<file path="config.mk">
export PLATFORM = sky130hd
export DESIGN_NAME = irq_prio_arbiter
export DESIGN_NICKNAME = d
export VERILOG_FILES = /design/src/rtl/irq_arb_pkg.sv /design/src/rtl/irq_cand_filter.sv /design/src/rtl/irq_prio_tree.sv /design/src/rtl/irq_src_hold.sv /design/src/rtl/irq_prio_arbiter.sv
export SDC_FILE = /design/constraint.sdc
export NUM_CORES = 2
export LEC_CHECK = 0
export ABC_AREA = 0
export BUFFER_PORTS_ARGS = -buffer_cell sky130_fd_sc_hd__buf_4
export CAP_MARGIN = 20
export CORE_MARGIN = 2
export CORE_UTILIZATION = 35
export CTS_BUF_LIST = sky130_fd_sc_hd__clkbuf_8
export DETAILED_ROUTE_END_ITERATION = 7
export PLACE_DENSITY_LB_ADDON = 0.15
export SETUP_SLACK_MARGIN = 0.1
export SLEW_MARGIN = 20
export SYNTH_ARGS = -nofsm -noshare
export SYNTH_HDL_FRONTEND = slang
export SYNTH_SLANG_ARGS = --single-unit
</file>
<file path="constraint.sdc">
create_clock -name clk -period 1.15 [get_ports clk]
set_clock_uncertainty 0.15 [all_clocks]
set_input_delay 0.115 -clock clk [delete_from_list [all_inputs] [get_ports clk]]
set_output_delay 0.115 -clock clk [all_outputs]
set_load 0.005 [all_outputs]
</file>
<file path="src/rtl/irq_arb_pkg.sv">
package irq_arb_pkg;
   localparam int LINES_PER_BANK = 32;
   localparam int MAX_BANKS      = 3;

   typedef enum logic {
      CLS_NORM = 1'b0,
      CLS_FAST = 1'b1
   } irq_cls_e;
endpackage

</file>
<file path="src/rtl/irq_cand_filter.sv">
module irq_cand_filter
   import irq_arb_pkg::*;
#(
   parameter int       N   = 96,
   parameter irq_cls_e CLS = CLS_NORM
) (
   input  logic [N-1:0] pend_i,
   input  logic [N-1:0] mask_i,
   input  logic [N-1:0] fast_sel_i,
   output logic [N-1:0] cand_o
);
   generate
      if (CLS == CLS_FAST) begin : g_fast
         assign cand_o = pend_i & ~mask_i & fast_sel_i;
      end else begin : g_norm
         assign cand_o = pend_i & ~mask_i & ~fast_sel_i;
      end
   endgenerate
endmodule

</file>
<file path="src/rtl/irq_prio_tree.sv">
module irq_prio_tree #(
   parameter int N  = 96,
   parameter int PW = 6,
   localparam int IW = (N > 1) ? $clog2(N) : 1,
   localparam int P  = 1 << IW,
   localparam int NODES = 2 * P - 1
) (
   input  logic [N-1:0]    cand_i,
   input  logic [N*PW-1:0] prio_i,
   output logic            win_v_o,
   output logic [IW-1:0]   win_idx_o
);
   logic          nv [NODES];
   logic [PW-1:0] np [NODES];
   logic [IW-1:0] ni [NODES];

   // leaves: heap slot P-1+i holds line i; padding lines never compete
   for (genvar i = 0; i < P; i++) begin : g_leaf
      if (i < N) begin : g_real
         assign nv[P-1+i] = cand_i[i];
         assign np[P-1+i] = prio_i[i*PW +: PW];
         assign ni[P-1+i] = IW'(i);
      end else begin : g_pad
         assign nv[P-1+i] = 1'b0;
         assign np[P-1+i] = '1;
         assign ni[P-1+i] = IW'(i);
      end
   end

   // inner nodes: the right child covers higher indices and wins ties
   for (genvar k = 0; k < P - 1; k++) begin : g_node
      localparam int L = 2 * k + 1;
      localparam int R = 2 * k + 2;
      logic take_r;
      assign take_r = nv[R] && (!nv[L] || (np[R] <= np[L]));
      assign nv[k]  = nv[L] | nv[R];
      assign np[k]  = take_r ? np[R] : np[L];
      assign ni[k]  = take_r ? ni[R] : ni[L];
   end

   assign win_v_o   = nv[0];
   assign win_idx_o = ni[0];
endmodule

</file>
<file path="src/rtl/irq_src_hold.sv">
module irq_src_hold #(
   parameter int IW = 7
) (
   input  logic          clk,
   input  logic          rst_n,
   input  logic          cap_i,
   input  logic          win_v_i,
   input  logic [IW-1:0] win_idx_i,
   output logic [IW-1:0] src_o
);
   always_ff @(posedge clk or negedge rst_n) begin
      if (!rst_n) begin
         src_o <= '0;
      end else if (cap_i) begin
         src_o <= win_v_i ? win_idx_i : '0;
      end
   end
endmodule

</file>
<file path="src/rtl/irq_prio_arbiter.sv">
module irq_prio_arbiter
   import irq_arb_pkg::*;
#(
   parameter int NUM_BANKS = 3,
   parameter int PRIO_W    = 6,
   localparam int N  = NUM_BANKS * LINES_PER_BANK,
   localparam int IW = $clog2(N)
) (
   input  logic              clk,
   input  logic              rst_n,
   input  logic [N-1:0]      pend_i,
   input  logic [N-1:0]      mask_i,
   input  logic [N-1:0]      fast_sel_i,
   input  logic [N*PRIO_W-1:0] prio_i,
   input  logic              cap_norm_i,
   input  logic              cap_fast_i,
   output logic [IW-1:0]     src_norm_o,
   output logic [IW-1:0]     src_fast_o
);
   if (NUM_BANKS < 1 || NUM_BANKS > MAX_BANKS) begin : g_bad_banks
      $error("irq_prio_arbiter: NUM_BANKS must be 1..3");
   end
   if (PRIO_W < 1 || PRIO_W > 8) begin : g_bad_prio
      $error("irq_prio_arbiter: PRIO_W must be 1..8");
   end

   logic [1:0]    cap;
   logic [IW-1:0] src_q [2];

   assign cap = {cap_fast_i, cap_norm_i};

   for (genvar c = 0; c < 2; c++) begin : g_cls
      localparam irq_cls_e CLS = (c == 1) ? CLS_FAST : CLS_NORM;
      logic [N-1:0]  cand;
      logic          win_v;
      logic [IW-1:0] win_idx;

      irq_cand_filter #(.N(N), .CLS(CLS)) u_filt (
         .pend_i    (pend_i),
         .mask_i    (mask_i),
         .fast_sel_i(fast_sel_i),
         .cand_o    (cand)
      );

      irq_prio_tree #(.N(N), .PW(PRIO_W)) u_tree (
         .cand_i   (cand),
         .prio_i   (prio_i),
         .win_v_o  (win_v),
         .win_idx_o(win_idx)
      );

      irq_src_hold #(.IW(IW)) u_hold (
         .clk      (clk),
         .rst_n    (rst_n),
         .cap_i    (cap[c]),
         .win_v_i  (win_v),
         .win_idx_i(win_idx),
         .src_o    (src_q[c])
      );
   end

   assign src_norm_o = src_q[0];
   assign src_fast_o = src_q[1];
endmodule

</file>
==> out/metrics.yaml <==
synthesis:
  syn_inst: 5870
  yosysSeqAreaShare_pct: 0.859
  muxShareOfSynthArea_pct: 15.5
  synth_area_per_cell_sq_um: 6.95
  synth_compound_area_share_pct: 26.7
  synth_area_sq_um: 40800
  synth-seq-cells: 14
  synth_top_family_by_area: "compound AO/OA/AOI/OAI gates"
  synth_xor_area_share_pct: 0.988
  synthArstFlopShare_pct: 100
  synth_enable_flop_cells: 0
  synth_fa_ha_area_share_pct: 24.5
  synth_ff_type: "dfrtp_1"
  syn_nets: 7522
  yosys.area_share.simple_pct: 23.8
  yosysWarnings: 0
  synth_cell_types: 121
setup_path:
  required_ns: 1.19
  slowest_stage: "o311ai_4"
  path_class: "primary input to register"
  rrSetupSlack_ns: 0.05
  cp.depth: 70
  worst_r2r_endpoint: "g_cls[1].u_hold.src_o[0]"
  r2r_cells: 3
  reg2reg_from: "g_cls[1].u_hold.src_o[0]"
  start_kind: "primary input"
  cp.arrival_ns: 11.86
  cp-end-kind: "register"
  cp_num_buf_inv: 10
  max_stage_delay_ns: 0.37
  crit_path_max_fanout: 6
  crit_top_cell: "o21a_1"
  cp_top_family: "compound AO/OA/AOI/OAI gates"
finish:
  multi_input_area_sq_um: 39700
  drive_above_1_share_pct: 46.9
  biggestRegsByFlops: "g_cls.u_hold.src_o (14)"
  final_common_cell: "buf_4"
  largest_reg_flops: 14
  final_nets: 11200
  final-instance-count-excl-fill: 11100
  layout_common_cells: "buf_4, ha_1, inv_1"
  fillCellCount: 10600
  area_growth_pct: 80.2
  regMostFlops: "g_cls.u_hold.src_o"
  final-seq-area_sq_um: 352
timing:
  fin_ws_ns: -10.67
  slew_headroom_pct: 28.8
  hold_viol: 0
  setup_violations: 15
  rsz0062_at_grt: "true"
  fmax_mhz: 84.6
  slew_violations: 0
  layout_min_cycle_time_ns: 11.82
  post-route-period-util_pct: 1030
  tightest_slew_ns: 1.06
  whs_ns: 0.0217
hold_path:
  hold_start: "cap_fast_i"
  hold_class: "primary input to register"
  min_path_cells: 3
  hold_path_end: "g_cls[1].u_hold.src_o[5]"
grt:
  grt_most_used_layer: "met2"
  use_met1_pct: 39.3
  grt_antenna_before_repair: 32
  grt_pass1_wl_mm: 305
  track_usage_pct: 31.4
  grt_util_met2_pct: 57.0
  grtUsageMet3_pct: 2.71
  grt_pass1_vias: 57600
  grt_max_degree: 15
  grt_overflow: 0
die:
  rows: 125
  die_y_microns: 345
  core_sq_um: 116000
  die_w_microns: 345
  die_area_sq_um: 119000
  pin_count: 882
  start_util_pct: 35.2
place:
  place_inst: 10900
  gp_congestion: 1.03
  io_buffers: 881
  dp_hpwl_mm: 178
detailed_routing:
  drt_wl_total_mm: 198
  avgViaCountPerCell: 5.16
  vias: 57300
  drc: 0
  first_iter_violations: 3045
  drtPass1Iterations: 8
  routedWlPerCell_microns: 17.9
  ant_nets: 0
power:
  p_leak_nw: 39.2
  power.density_nw_per_um2: 1020
  vdd.ir_drop.worst_uv: 2090
cts:
  cts_tree: "yes"
  cts.sinks: 14
  cts_htree_levels: 1
  clockBufferDepth: 2
  clock_latency_ns: 0.26
  clk_pin_slew_ns: 0.06
  root_buffer: "clkbuf_8"
  numCtsBuffers: 3
outcome:
  violations: "negative setup slack"
  status: "finished with violations"
flow_run:
  drv_cap: 0
routing by layer:
layer,up-vias,part of all wire (%),wire length (microns)
li1,28800,-,-
met3,298,4.3,8480
met1,26800,44,86900
met2,1396,49,96600
met4,6,3.2,6400
met5,-,0.018,35
worst max path at each step:
stage,startpoint,to,slack (ns)
finish,prio_i[229],g_cls[0].u_hold.src_o[1],-10.67
global route,prio_i[313],g_cls[0].u_hold.src_o[1],-11.22
CTS,prio_i[73],g_cls[1].u_hold.src_o[2],-10.56
detailed placement,prio_i[325],g_cls[1].u_hold.src_o[2],-11.21
global placement,prio_i[325],g_cls[1].u_hold.src_o[2],-10.93
floorplan,prio_i[223],g_cls[0].u_hold.src_o[1],-10.78
worst min-delay path, stage by stage:
cell     delay (ns)
buf_4          0.09
buf_4          0.11
o32ai_1        0.07
power by group:
group          switching (mW)  total, mW  internal, mW
combinational            34.4       73.4          39.0
clock                   0.205      0.439         0.234
sequential              0.256       1.05         0.795
total                    34.9       74.9          40.0
layout make-up:
| class | count | area share (%) |
|---|---|---|
| Inverter | 700 | 3.63 |
| Antenna cell | 30 | 0.102 |
| Sequential cell | 14 | 0.478 |
| Clock buffer | 3 | 0.0562 |
| Multi-Input combinational cell | 5035 | 54.0 |
| Tap cell | 1524 | 2.59 |
| Timing Repair Buffer | 3790 | 39.2 |
cell families (layout without fill, tap and decap cells):
| group | after synthesis | after routing |
|---|---|---|
| other | 0 | 30 |
| buffers and inverters | 821 | 4493 |
| AO/OA/AOI/OAI | 1682 | 1682 |
| adder cells (fa/ha/maj) | 802 | 802 |
| flip-flops | 14 | 14 |
| XOR/XNOR | 46 | 46 |
| multiplexers | 609 | 609 |
| AND/OR/NAND/NOR | 1896 | 1896 |
cell usage after synthesis, drive strengths merged, types with 28 or more instances:
cell type	n	area (sq um)
ha	784	9810
inv	698	2620
nor2	528	2020
a21oi	521	2650
nand2	471	1770
mux2i	455	4560
o21ai	424	2140
o21a	185	1390
nor2b	165	1030
mux2	154	1750
nand2b	115	719
nand4	108	676
clkbuf	102	383
nand3	80	400
nand3b	74	559
nor3b	61	463
nor3	56	290
a211oi	53	445
a31oi	52	353
a21o	51	383
and2	42	263
o31ai	42	349
o211ai	35	268
and3b	34	298
xnor2	34	298
o221ai	32	280
and4	31	277
o31a	30	263
or2	30	188
or3b	30	263
o22ai	29	188
and3	28	175
stage by stage:
step                power, mW  TNS [ns]  utilization, %  area [sq um]  worst slack (ns)
global placement         65.5   -150.19            60.8         70400            -10.93
detailed placement       66.7   -153.77            60.8         70400            -11.21
finish                   74.9   -146.38            63.4         73500            -10.67
global route             81.4   -154.18            63.4         73500            -11.22
CTS                      71.4   -143.54            62.1         72000            -10.56
floorplan                34.7   -147.32               -         41500            -10.78
timing repair:
action / CTS / global route
endpoints found under the setup margin: 28 / 28
cloned: 0 / 2
setup buffers: 79 / 43
hold buffers: 1 / 0
gates resized for setup: 225 / 250
pin swaps: 106 / 115
endpoints found under the hold margin: 14 / 0
Note: power is estimated with default switching activity, not from simulation.
